`src/rtl/irq_cond_pkg.sv`:
```
package irq_cond_pkg;

    localparam int REG_W       = 8;
    localparam int SEL_BIT     = 7;
    localparam int EN_BIT      = 6;
    localparam int SYNC_STAGES = 2;

    typedef enum logic {
        MODE_NORMAL  = 1'b0,
        MODE_SPECIAL = 1'b1
    } op_mode_e;

    typedef struct packed {
        logic edge_sel;
        logic pin_en;
    } ctrl_t;

    typedef struct packed {
        logic level_low;
        logic fall;
    } pin_evt_t;

    localparam ctrl_t CTRL_RESET = '{edge_sel: 1'b0, pin_en: 1'b1};

    function automatic logic [REG_W-1:0] pack_ctrl(input ctrl_t c);
        logic [REG_W-1:0] r;
        r          = '0;
        r[SEL_BIT] = c.edge_sel;
        r[EN_BIT]  = c.pin_en;
        return r;
    endfunction

endpackage

```
`src/rtl/irq_pin_sync.sv`:
```
module irq_pin_sync #(
    parameter int   STAGES    = 2,
    parameter logic RESET_VAL = 1'b1
) (
    input  logic clk,
    input  logic rst,
    input  logic d,
    output logic q
);
    localparam int LAST = STAGES - 1;

    logic [STAGES-1:0] chain;

    generate
        if (STAGES == 1) begin : g_one
            always_ff @(posedge clk) begin
                if (rst) chain <= RESET_VAL;
                else     chain <= d;
            end
        end else begin : g_many
            always_ff @(posedge clk) begin
                if (rst) chain <= {STAGES{RESET_VAL}};
                else     chain <= {chain[LAST-1:0], d};
            end
        end
    endgenerate

    assign q = chain[LAST];
endmodule

```
`src/rtl/irq_ctrl_reg.sv`:
```
module irq_ctrl_reg
    import irq_cond_pkg::*;
(
    input  logic             clk,
    input  logic             rst,
    input  op_mode_e         mode,
    input  logic             wr,
    input  logic [REG_W-1:0] wdata,
    output ctrl_t            ctrl,
    output logic             locked,
    output logic [REG_W-1:0] rdata
);
    logic sel_writable;

    assign sel_writable = (mode == MODE_SPECIAL) || !locked;

    always_ff @(posedge clk) begin
        if (rst) begin
            ctrl   <= CTRL_RESET;
            locked <= 1'b0;
        end else if (wr) begin
            ctrl.pin_en <= wdata[EN_BIT];
            if (sel_writable) ctrl.edge_sel <= wdata[SEL_BIT];
            if (mode == MODE_NORMAL) locked <= 1'b1;
        end
    end

    assign rdata = pack_ctrl(ctrl);
endmodule

```
`src/rtl/irq_edge_latch.sv`:
```
module irq_edge_latch
    import irq_cond_pkg::*;
(
    input  logic     clk,
    input  logic     rst,
    input  logic     sync_pin,
    input  logic     arm,
    input  logic     ack,
    output pin_evt_t evt,
    output logic     pending
);
    logic prev_pin;

    always_ff @(posedge clk) begin
        if (rst) prev_pin <= 1'b1;
        else     prev_pin <= sync_pin;
    end

    assign evt.fall      = prev_pin & ~sync_pin;
    assign evt.level_low = ~sync_pin;

    always_ff @(posedge clk) begin
        if (rst)                   pending <= 1'b0;
        else if (arm && evt.fall)  pending <= 1'b1;
        else if (ack)              pending <= 1'b0;
    end
endmodule

```
`src/rtl/irq_pin_cond.sv`:
```
module irq_pin_cond
    import irq_cond_pkg::*;
(
    input  logic             clk,
    input  logic             rst,
    input  logic             special_mode,
    input  logic             pin_n,
    input  logic             irq_ack,
    input  logic             reg_wr,
    input  logic [REG_W-1:0] reg_wdata,
    output logic [REG_W-1:0] reg_rdata,
    output logic             irq_req
);
    op_mode_e mode;
    ctrl_t    ctrl;
    logic     sel_locked;
    logic     sync_pin;
    pin_evt_t evt;
    logic     pending;
    logic     source;

    assign mode = special_mode ? MODE_SPECIAL : MODE_NORMAL;

    irq_pin_sync #(.STAGES(SYNC_STAGES), .RESET_VAL(1'b1)) u_sync (
        .clk (clk),
        .rst (rst),
        .d   (pin_n),
        .q   (sync_pin)
    );

    irq_ctrl_reg u_reg (
        .clk    (clk),
        .rst    (rst),
        .mode   (mode),
        .wr     (reg_wr),
        .wdata  (reg_wdata),
        .ctrl   (ctrl),
        .locked (sel_locked),
        .rdata  (reg_rdata)
    );

    irq_edge_latch u_edge (
        .clk      (clk),
        .rst      (rst),
        .sync_pin (sync_pin),
        .arm      (ctrl.edge_sel),
        .ack      (irq_ack),
        .evt      (evt),
        .pending  (pending)
    );

    assign source  = ctrl.edge_sel ? pending : evt.level_low;
    assign irq_req = ctrl.pin_en & source;
endmodule

```
`config.mk`:
```
export PLATFORM = sky130hd
export DESIGN_NAME = irq_pin_cond
export DESIGN_NICKNAME = d
export VERILOG_FILES = /design/src/rtl/irq_cond_pkg.sv /design/src/rtl/irq_pin_sync.sv /design/src/rtl/irq_ctrl_reg.sv /design/src/rtl/irq_edge_latch.sv /design/src/rtl/irq_pin_cond.sv
export SDC_FILE = /design/constraint.sdc
export NUM_CORES = 1
export LEC_CHECK = 0
export ABC_AREA = 1
export BUFFER_PORTS_ARGS = -buffer_cell sky130_fd_sc_hd__buf_2
export CORE_AREA = 4 4 41 43
export DETAILED_ROUTE_END_ITERATION = 10
export DIE_AREA = 0 0 45 47
export SLEW_MARGIN = 25
export SYNTH_ARGS = -nofsm -noshare
export SYNTH_HDL_FRONTEND = slang
export SYNTH_SLANG_ARGS = --single-unit
```
`constraint.sdc`:
```
create_clock -name clk -period 1 [get_ports clk]
set_input_delay 0.1 -clock clk [delete_from_list [all_inputs] [get_ports clk]]
set_output_delay 0.1 -clock clk [all_outputs]
set_load 0.01 [all_outputs]
```
==> summary.txt, run 1 <==
Run status
  • Status: finished, violations left
  • Failing checks: setup timing

Global routing
  • Congestion Overflow GR: 0
  • Largest net degree at the start of global routing: 6
  • Global-route wire length before repair: 848 microns
  • Vias in the first global route: approximately 200
  • Initial antenna violation count: 0
  • GRT Util Overall: 6.03%

Pwr
  • Lkg Pwr: 0.201 nW
  • Worst VDD drop: between 0.9 and 1 mV
  • Cell Pwr Density: 1590 nW/um^2

Route
  • TritonRoute pass-1 iters: 2
  • Final wirelength: 534 microns
  • Vias: roughly 260
  • WL/cell: 7.97 microns
  • Iteration-0 DRC Markers: 2
  • Routed Antenna Nets: 0
  • Remaining DRCs: 0
  • Vias/cell: 3.90

Floorplanning
  • Initial Util: roughly a quarter
  • Ports: 23
  • # rows: 13
  • Height of the die: 47 microns
  • Core area: 1300 sq um
  • Die X: 45 microns
  • Die footprint: roughly 2100 sq um

Synth
  • Post-synthesis compound-gate area fraction: between 10 and 15%
  • Post-synthesis adder-cell area fraction: 0%
  • Distinct cells, synth: 13
  • Cell taking the most area after synthesis: dfxtp_1
  • Synth Register Bits: 7
  • Post-synthesis simple-gate area fraction: 15.0%
  • Post-synth top area share: 45.5%
  • Post-Syn Instances: 38
  • Post-Syn Area: 308 sq um
  • Syn_area_per_cell: 8.10 sq um
  • Post-Synth XOR/XNOR Area: 0%
  • Largest cells by area after synthesis: dfxtp_1 (46%), buf_4 (17%), a21oi_1 (6.5%)
  • Ys Warns: 0
  • Register area share after synthesis: between 40% and 50%
  • Largest family of logic cells by synthesized area: buffers and inverters
  • Mux cell area share after synthesis: 0%

Place
  • Post-DP HPWL: roughly 400 microns
  • Port Buffers: 10
  • Routability Congestion: 0.657

Layout
  • Diodes inserted: 0
  • Nets: 67
  • Layout cell share with drive strength beyond 1: 48.1%
  • Post-Route Utilization: 30.6%
  • Area Growth Syn to Fin: 29.3%

Timing
  • Fmax: 988 MHz
  • Fin. max-slew vios: 0
  • RSZ-0062 raised after global routing: yes
  • Final Worst Setup Slack: -0.0119 ns
  • Hold Slack: 0.0313 ns
  • Hold Fails Final Rpt: 0
  • Final Setup Violations: 1
  • Clk_skew: 0.00114 ns
  • Crit path time final: 1.01 ns
  • Tcrit/Tclk final: 101%

Critical path
  • Critical Path Source Type: flop
  • Worst EP arrival: just over 0.9 ns
  • WS Path Type: flop to output pin
  • Crit. End Element: output pin
  • WP data required: roughly 0.9 ns
  • CP max FO: 2

Clock tree
  • Clk Latency, worst-skew pair: 0.24 ns
  • Clock buffer depth: 2
  • Clock slew at reported path FFs: 0.05 ns
  • CTS tree: built
  • Sinks on Clock Net: 7
  • Root Buffer: clkbuf_4
  • TritonCTS Buffers: 3
  • Post-cts hold buffer count: 0
  • Depth of the CTS H-tree: 1

Min path
  • Hold Path Class: primary input to flop

Job
  • Max-cap viol count: 0
## cell usage after synthesis (all sizes together)
cell type  instances
buf                7
dfxtp              7
inv                6
nand2              5
a21oi              4
nor2               2
o21ai              2
or2                2
conb               1
nand3              1
o22ai              1
## cells in the final DEF, fill, tap and decap left out, types with 3 or more instances in the layout
| cell | instances |
|---|---|
| conb_1 | 6 |
| buf_2 | 10 |
| nand2_1 | 4 |
| dfxtp_1 | 4 |
| clkbuf_4 | 3 |
| a21oi_1 | 3 |
| inv_1 | 3 |
| inv_2 | 3 |
## power breakdown
part	switching, mW	total, mW	internal [mW]
Clock	0.0945	0.246	0.152
Sequential	0.00967	0.304	0.294
Combinational	0.0452	0.0821	0.0370
Total	0.149	0.632	0.483
## layer usage
| metal | vias to the layer above | GRT usage, % | part of all wire, % |
|---|---|---|---|
| met2 | 15 | 8.19 | 46 |
| li1 | 132 | - | - |
| met3 | 0 | 5.75 | 14 |
| met1 | 114 | 6.68 | 40 |
| met4 | 0 | 1.75 | 0 |
| met5 | - | 0 | 0 |
## cell type report
class                           instances  area (sq um)
Inverter                                6          22.5
Timing Repair Buffer                   12          65.1
Tap cell                               15          18.8
Fill cell                             147           903
Clock buffer                            4          26.3
Multi-Input combinational cell         23           119
Sequential cell                         7           146
## cells by family (layout without fill, tap and decap cells)
| group | after synthesis | in the layout |
|---|---|---|
| and+or+nand+nor | 10 | 10 |
| buffers and inverters | 13 | 22 |
| AOI/OAI and AO/OA | 7 | 7 |
| DFF | 7 | 7 |
| other | 1 | 6 |
## registers in the layout, indices dropped and copies added, names as in the netlist
name	flops
u_reg.ctrl	2
u_sync.chain	2
u_edge.pending	1
u_edge.prev_pin	1
u_reg.locked	1
## metrics by stage
| stage | worst slack (ns) | instances | cell area (sq um) | total power [mW] | setup TNS, ns |
|---|---|---|---|---|---|
| 2_1_floorplan | 0.227 | 43 | 327 | 0.368 | 0 |
| 3_3_place_gp | 0.134 | 61 | 343 | 0.377 | 0 |
| 3_5_place_dp | 0.127 | 61 | 343 | 0.379 | 0 |
| 4_1_cts | -0.0377 | 67 | 388 | 0.644 | -0.0377 |
| 5_1_grt | -0.0739 | 67 | 398 | 0.680 | -0.0739 |
| 6_report | -0.0119 | 67 | 398 | 0.632 | -0.0119 |
## worst max-delay path: stages, from the launching register on
cell	delay, ns
dfxtp_2	0.31
inv_2	0.03
o21ai_2	0.15
a21oi_2	0.04
buf_2	0.13
## path summary, 6_finish.rpt
check,depth (start not counted),startpoint,slack (ns),end
max reg2reg,3,u_reg.ctrl[1],0.24,u_reg.ctrl[1]
min,2,pin_n,0.03,u_sync.chain[0]
max,4,u_sync.chain[1],-0.01,irq_req
min reg2reg,1,u_sync.chain[0],0.40,u_sync.chain[1]
## repair_timing
action | 4_1_cts | 5_1_grt
cloned | 0 | 0
buffers inserted | 2 | 0
endpoints found under the setup margin | 1 | 1
resized for setup | 5 | 3
pin swaps | 1 | 0
No activity file was read; power rests on OpenSTA's default activity.
==> run 2: changes to the inputs <==
- BUFFER_PORTS_ARGS: -buffer_cell sky130_fd_sc_hd__buf_2 -> default
- DONT_BUFFER_PORTS: default -> 1
- SYNTH_HIERARCHICAL: default -> 1
==> run 2 against run 1 <==
Against the previous run:
- the run now ends clean
- count of clock-buffer cells in the layout unchanged
- die area unchanged
- cell count decreased by 3.0%
- non-clock buffer count decreased by 8
- power decreased by 1.0%
- sequential power increased by 2%
- flip-flop and latch count unchanged
- synthesized area increased by 9.8%
- critical path type unchanged
==> summary.txt, run 2 <==
Run status
  • Status: finished, final reports clean

Timing
  • Clk_skew: 0.00350 ns (+0.00236 ns)
  • Final Setup Violations: 0 (-1)
  • Hold Fails Final Rpt: 0 (unchanged)
  • Fmax: 1050 MHz (+5.8%)
  • Fin. max-slew vios: 0 (unchanged)
  • RSZ-0062 raised after global routing: yes
  • Tcrit/Tclk final: 95.7% (-5.5 points)
  • Final setup TNS: 0 ns (+0.0119 ns)
  • Hold Slack: 0.00648 ns (-0.0249 ns)
  • Final Worst Setup Slack: 0.0432 ns (+0.0551 ns)
  • Crit path time final: 0.957 ns (-0.0551 ns)

Clock tree
  • Depth of the CTS H-tree: 1 (unchanged)
  • Clock buffer depth: 2 (unchanged)
  • TritonCTS Buffers: 3 (unchanged)
  • Postcts setup bufs: 0 (-2)
  • CTS tree: built
  • Clk Latency, worst-skew pair: 0.24 ns (about the same)
  • Root Buffer: clkbuf_4
  • Sinks on Clock Net: 7 (unchanged)
  • Clock slew at reported path FFs: 0.05 ns (about the same)

Floorplanning
  • Ports: 23 (unchanged)
  • Height of the die: 47 microns (unchanged)
  • Initial Util: 26.0% (+2.3 points)
  • # rows: 13 (unchanged)
  • Die X: 45 microns (unchanged)
  • Core area: 1300 sq um (unchanged)
  • Die footprint: 2120 sq um (unchanged)

Place
  • Dpl ws: 0.191 ns (+0.0637 ns)
  • Routability Congestion: 0.630 (-4.2%)
  • Post-DP HPWL: 407 microns (+1.3%)
  • Cell area after placement: 315 sq um (-8.0%)
  • Port Buffers: 0 (-10)

Layout
  • Nets: 65 (-3.0%)
  • Post-route cell area: 400 sq um (+0.63%)
  • Register area: 146 sq um (unchanged)
  • Biggest regs: u_reg/ctrl (2), u_sync/chain (2)
  • Most frequent cells in the layout: inv_1 (8), conb_1 (6), nand2_1 (5)
  • Area of the multi-input gates: 131 sq um (+11%)
  • Fill cells: 155 (+5.4%)
  • Commonest non-fill, non-tap cell in the layout: inv_1
  • Area Growth Syn to Fin: 18.5%
  • Diodes inserted: 0 (unchanged)
  • Layout cell share with drive strength beyond 1: 30.0% (-18 points)

Synth
  • Syn_area_per_cell: 7.51 sq um (-7.3%)
  • Post-Syn Area: 338 sq um (+9.8%)
  • Post-Syn Instances: 45 (+18%)
  • Ys Warns: 6 (+6)

Global routing
  • Global-route wire length before repair: 924 microns (+9.0%)
  • Largest net degree at the start of global routing: 7 (+1)
  • GRT Util Overall: 6.49% (+0.46 points)
  • Vias in the first global route: 224 (+10%)
  • Initial antenna violation count: 0 (unchanged)
  • Congestion Overflow GR: 0 (unchanged)

Pwr
  • Lkg Pwr: 0.197 nW (-1.6%)
  • Cell Pwr Density: 1560 nW/um^2 (-1.7%)
  • Worst VDD drop: 0.765 mV (-23%)

Route
  • WL/cell: 8.25 microns (+3.5%)
  • TritonRoute pass-1 iters: 2 (unchanged)
  • Routed Antenna Nets: 0 (unchanged)
  • Iteration-0 DRC Markers: 1 (-1)
  • Vias/cell: 3.69 (-5.2%)
  • Vias: 240 (-8.0%)
  • Final wirelength: 536 microns (+0.37%)
  • Remaining DRCs: 0 (unchanged)

Critical path
  • Critical Path Source Type: flop
  • Slowest CP cell: dfxtp_4
  • WP data required: 0.90 ns (about the same)
  • Largest stage delay, worst path: 0.37 ns (+0.06 ns)
  • Cells along the critical path: nand2_2 > nand2_2 > nor2_4
  • Most common cell on crit path: nand2_2
  • CP max FO: 5 (+3)
  • Crit. End Element: output pin
  • Worst EP arrival: 0.86 ns (-0.05 ns)
  • WS Path Type: flop to output pin
  • R2R cell count: 3 (unchanged)

Min path
  • Cell count of the worst hold path: 2 (unchanged)
  • Hold Path Class: primary input to flop

Job
  • Max-cap viol count: 0 (unchanged)
[run 2: layout make-up]
type	count	area share (%)
Inverter	10	9.38
Timing Repair Buffer	4	10.0
Clock buffer	4	6.56
Tap cell	15	4.69
Sequential cell	7	36.6
Multi-Input combinational cell	25	32.8
[run 2: path summary, 6_finish.rpt]
kind	startpoint	to	slack, ns
setup / recovery	u_reg/ctrl[1]	irq_req	0.04
setup reg to reg	u_reg/locked	u_reg/ctrl[1]	0.31
hold reg to reg	u_sync/chain[0]	u_sync/chain[1]	0.41
hold / removal	reg_wr	u_reg/locked	0.006
[run 2: power breakdown]
| part | switching (mW) | total [mW] | internal (mW) |
|---|---|---|---|
| Clock | 0.0938 | 0.245 | 0.152 |
| Sequential | 0.0148 | 0.309 | 0.294 |
| Combinational | 0.0419 | 0.0712 | 0.0294 |
| Total | 0.150 | 0.626 | 0.475 |
[run 2: per-stage QoR]
step	utilization (%)	instances	total power, mW
detailed placement	24.2	57	0.361
global placement	24.2	57	0.360
global route	30.8	65	0.676
floorplan	-	50	0.380
finish	30.8	65	0.626
CTS	29.4	65	0.639
[run 2: critical path: cells and delay by family (launching register included)]
family / cells / cell delay, ns
flops: 1 / 0.37
simple gates: 3 / 0.23
[run 2: metal layers]
layer / track usage (%) / up-vias / routed length [microns]
met5: 0 / - / 0
met2: 8.76 / 10 / 244
met4: 3.51 / 0 / 0
li1: - / 129 / -
met3: 5.75 / 0 / 55
met1: 6.86 / 101 / 237
[run 2: repair_timing]
item	CTS	global route
pin swaps	0	2
hold buffers	4	0
hold endpoints to repair	7	0
endpoints found under the setup margin	1	1
resized for setup	1	7
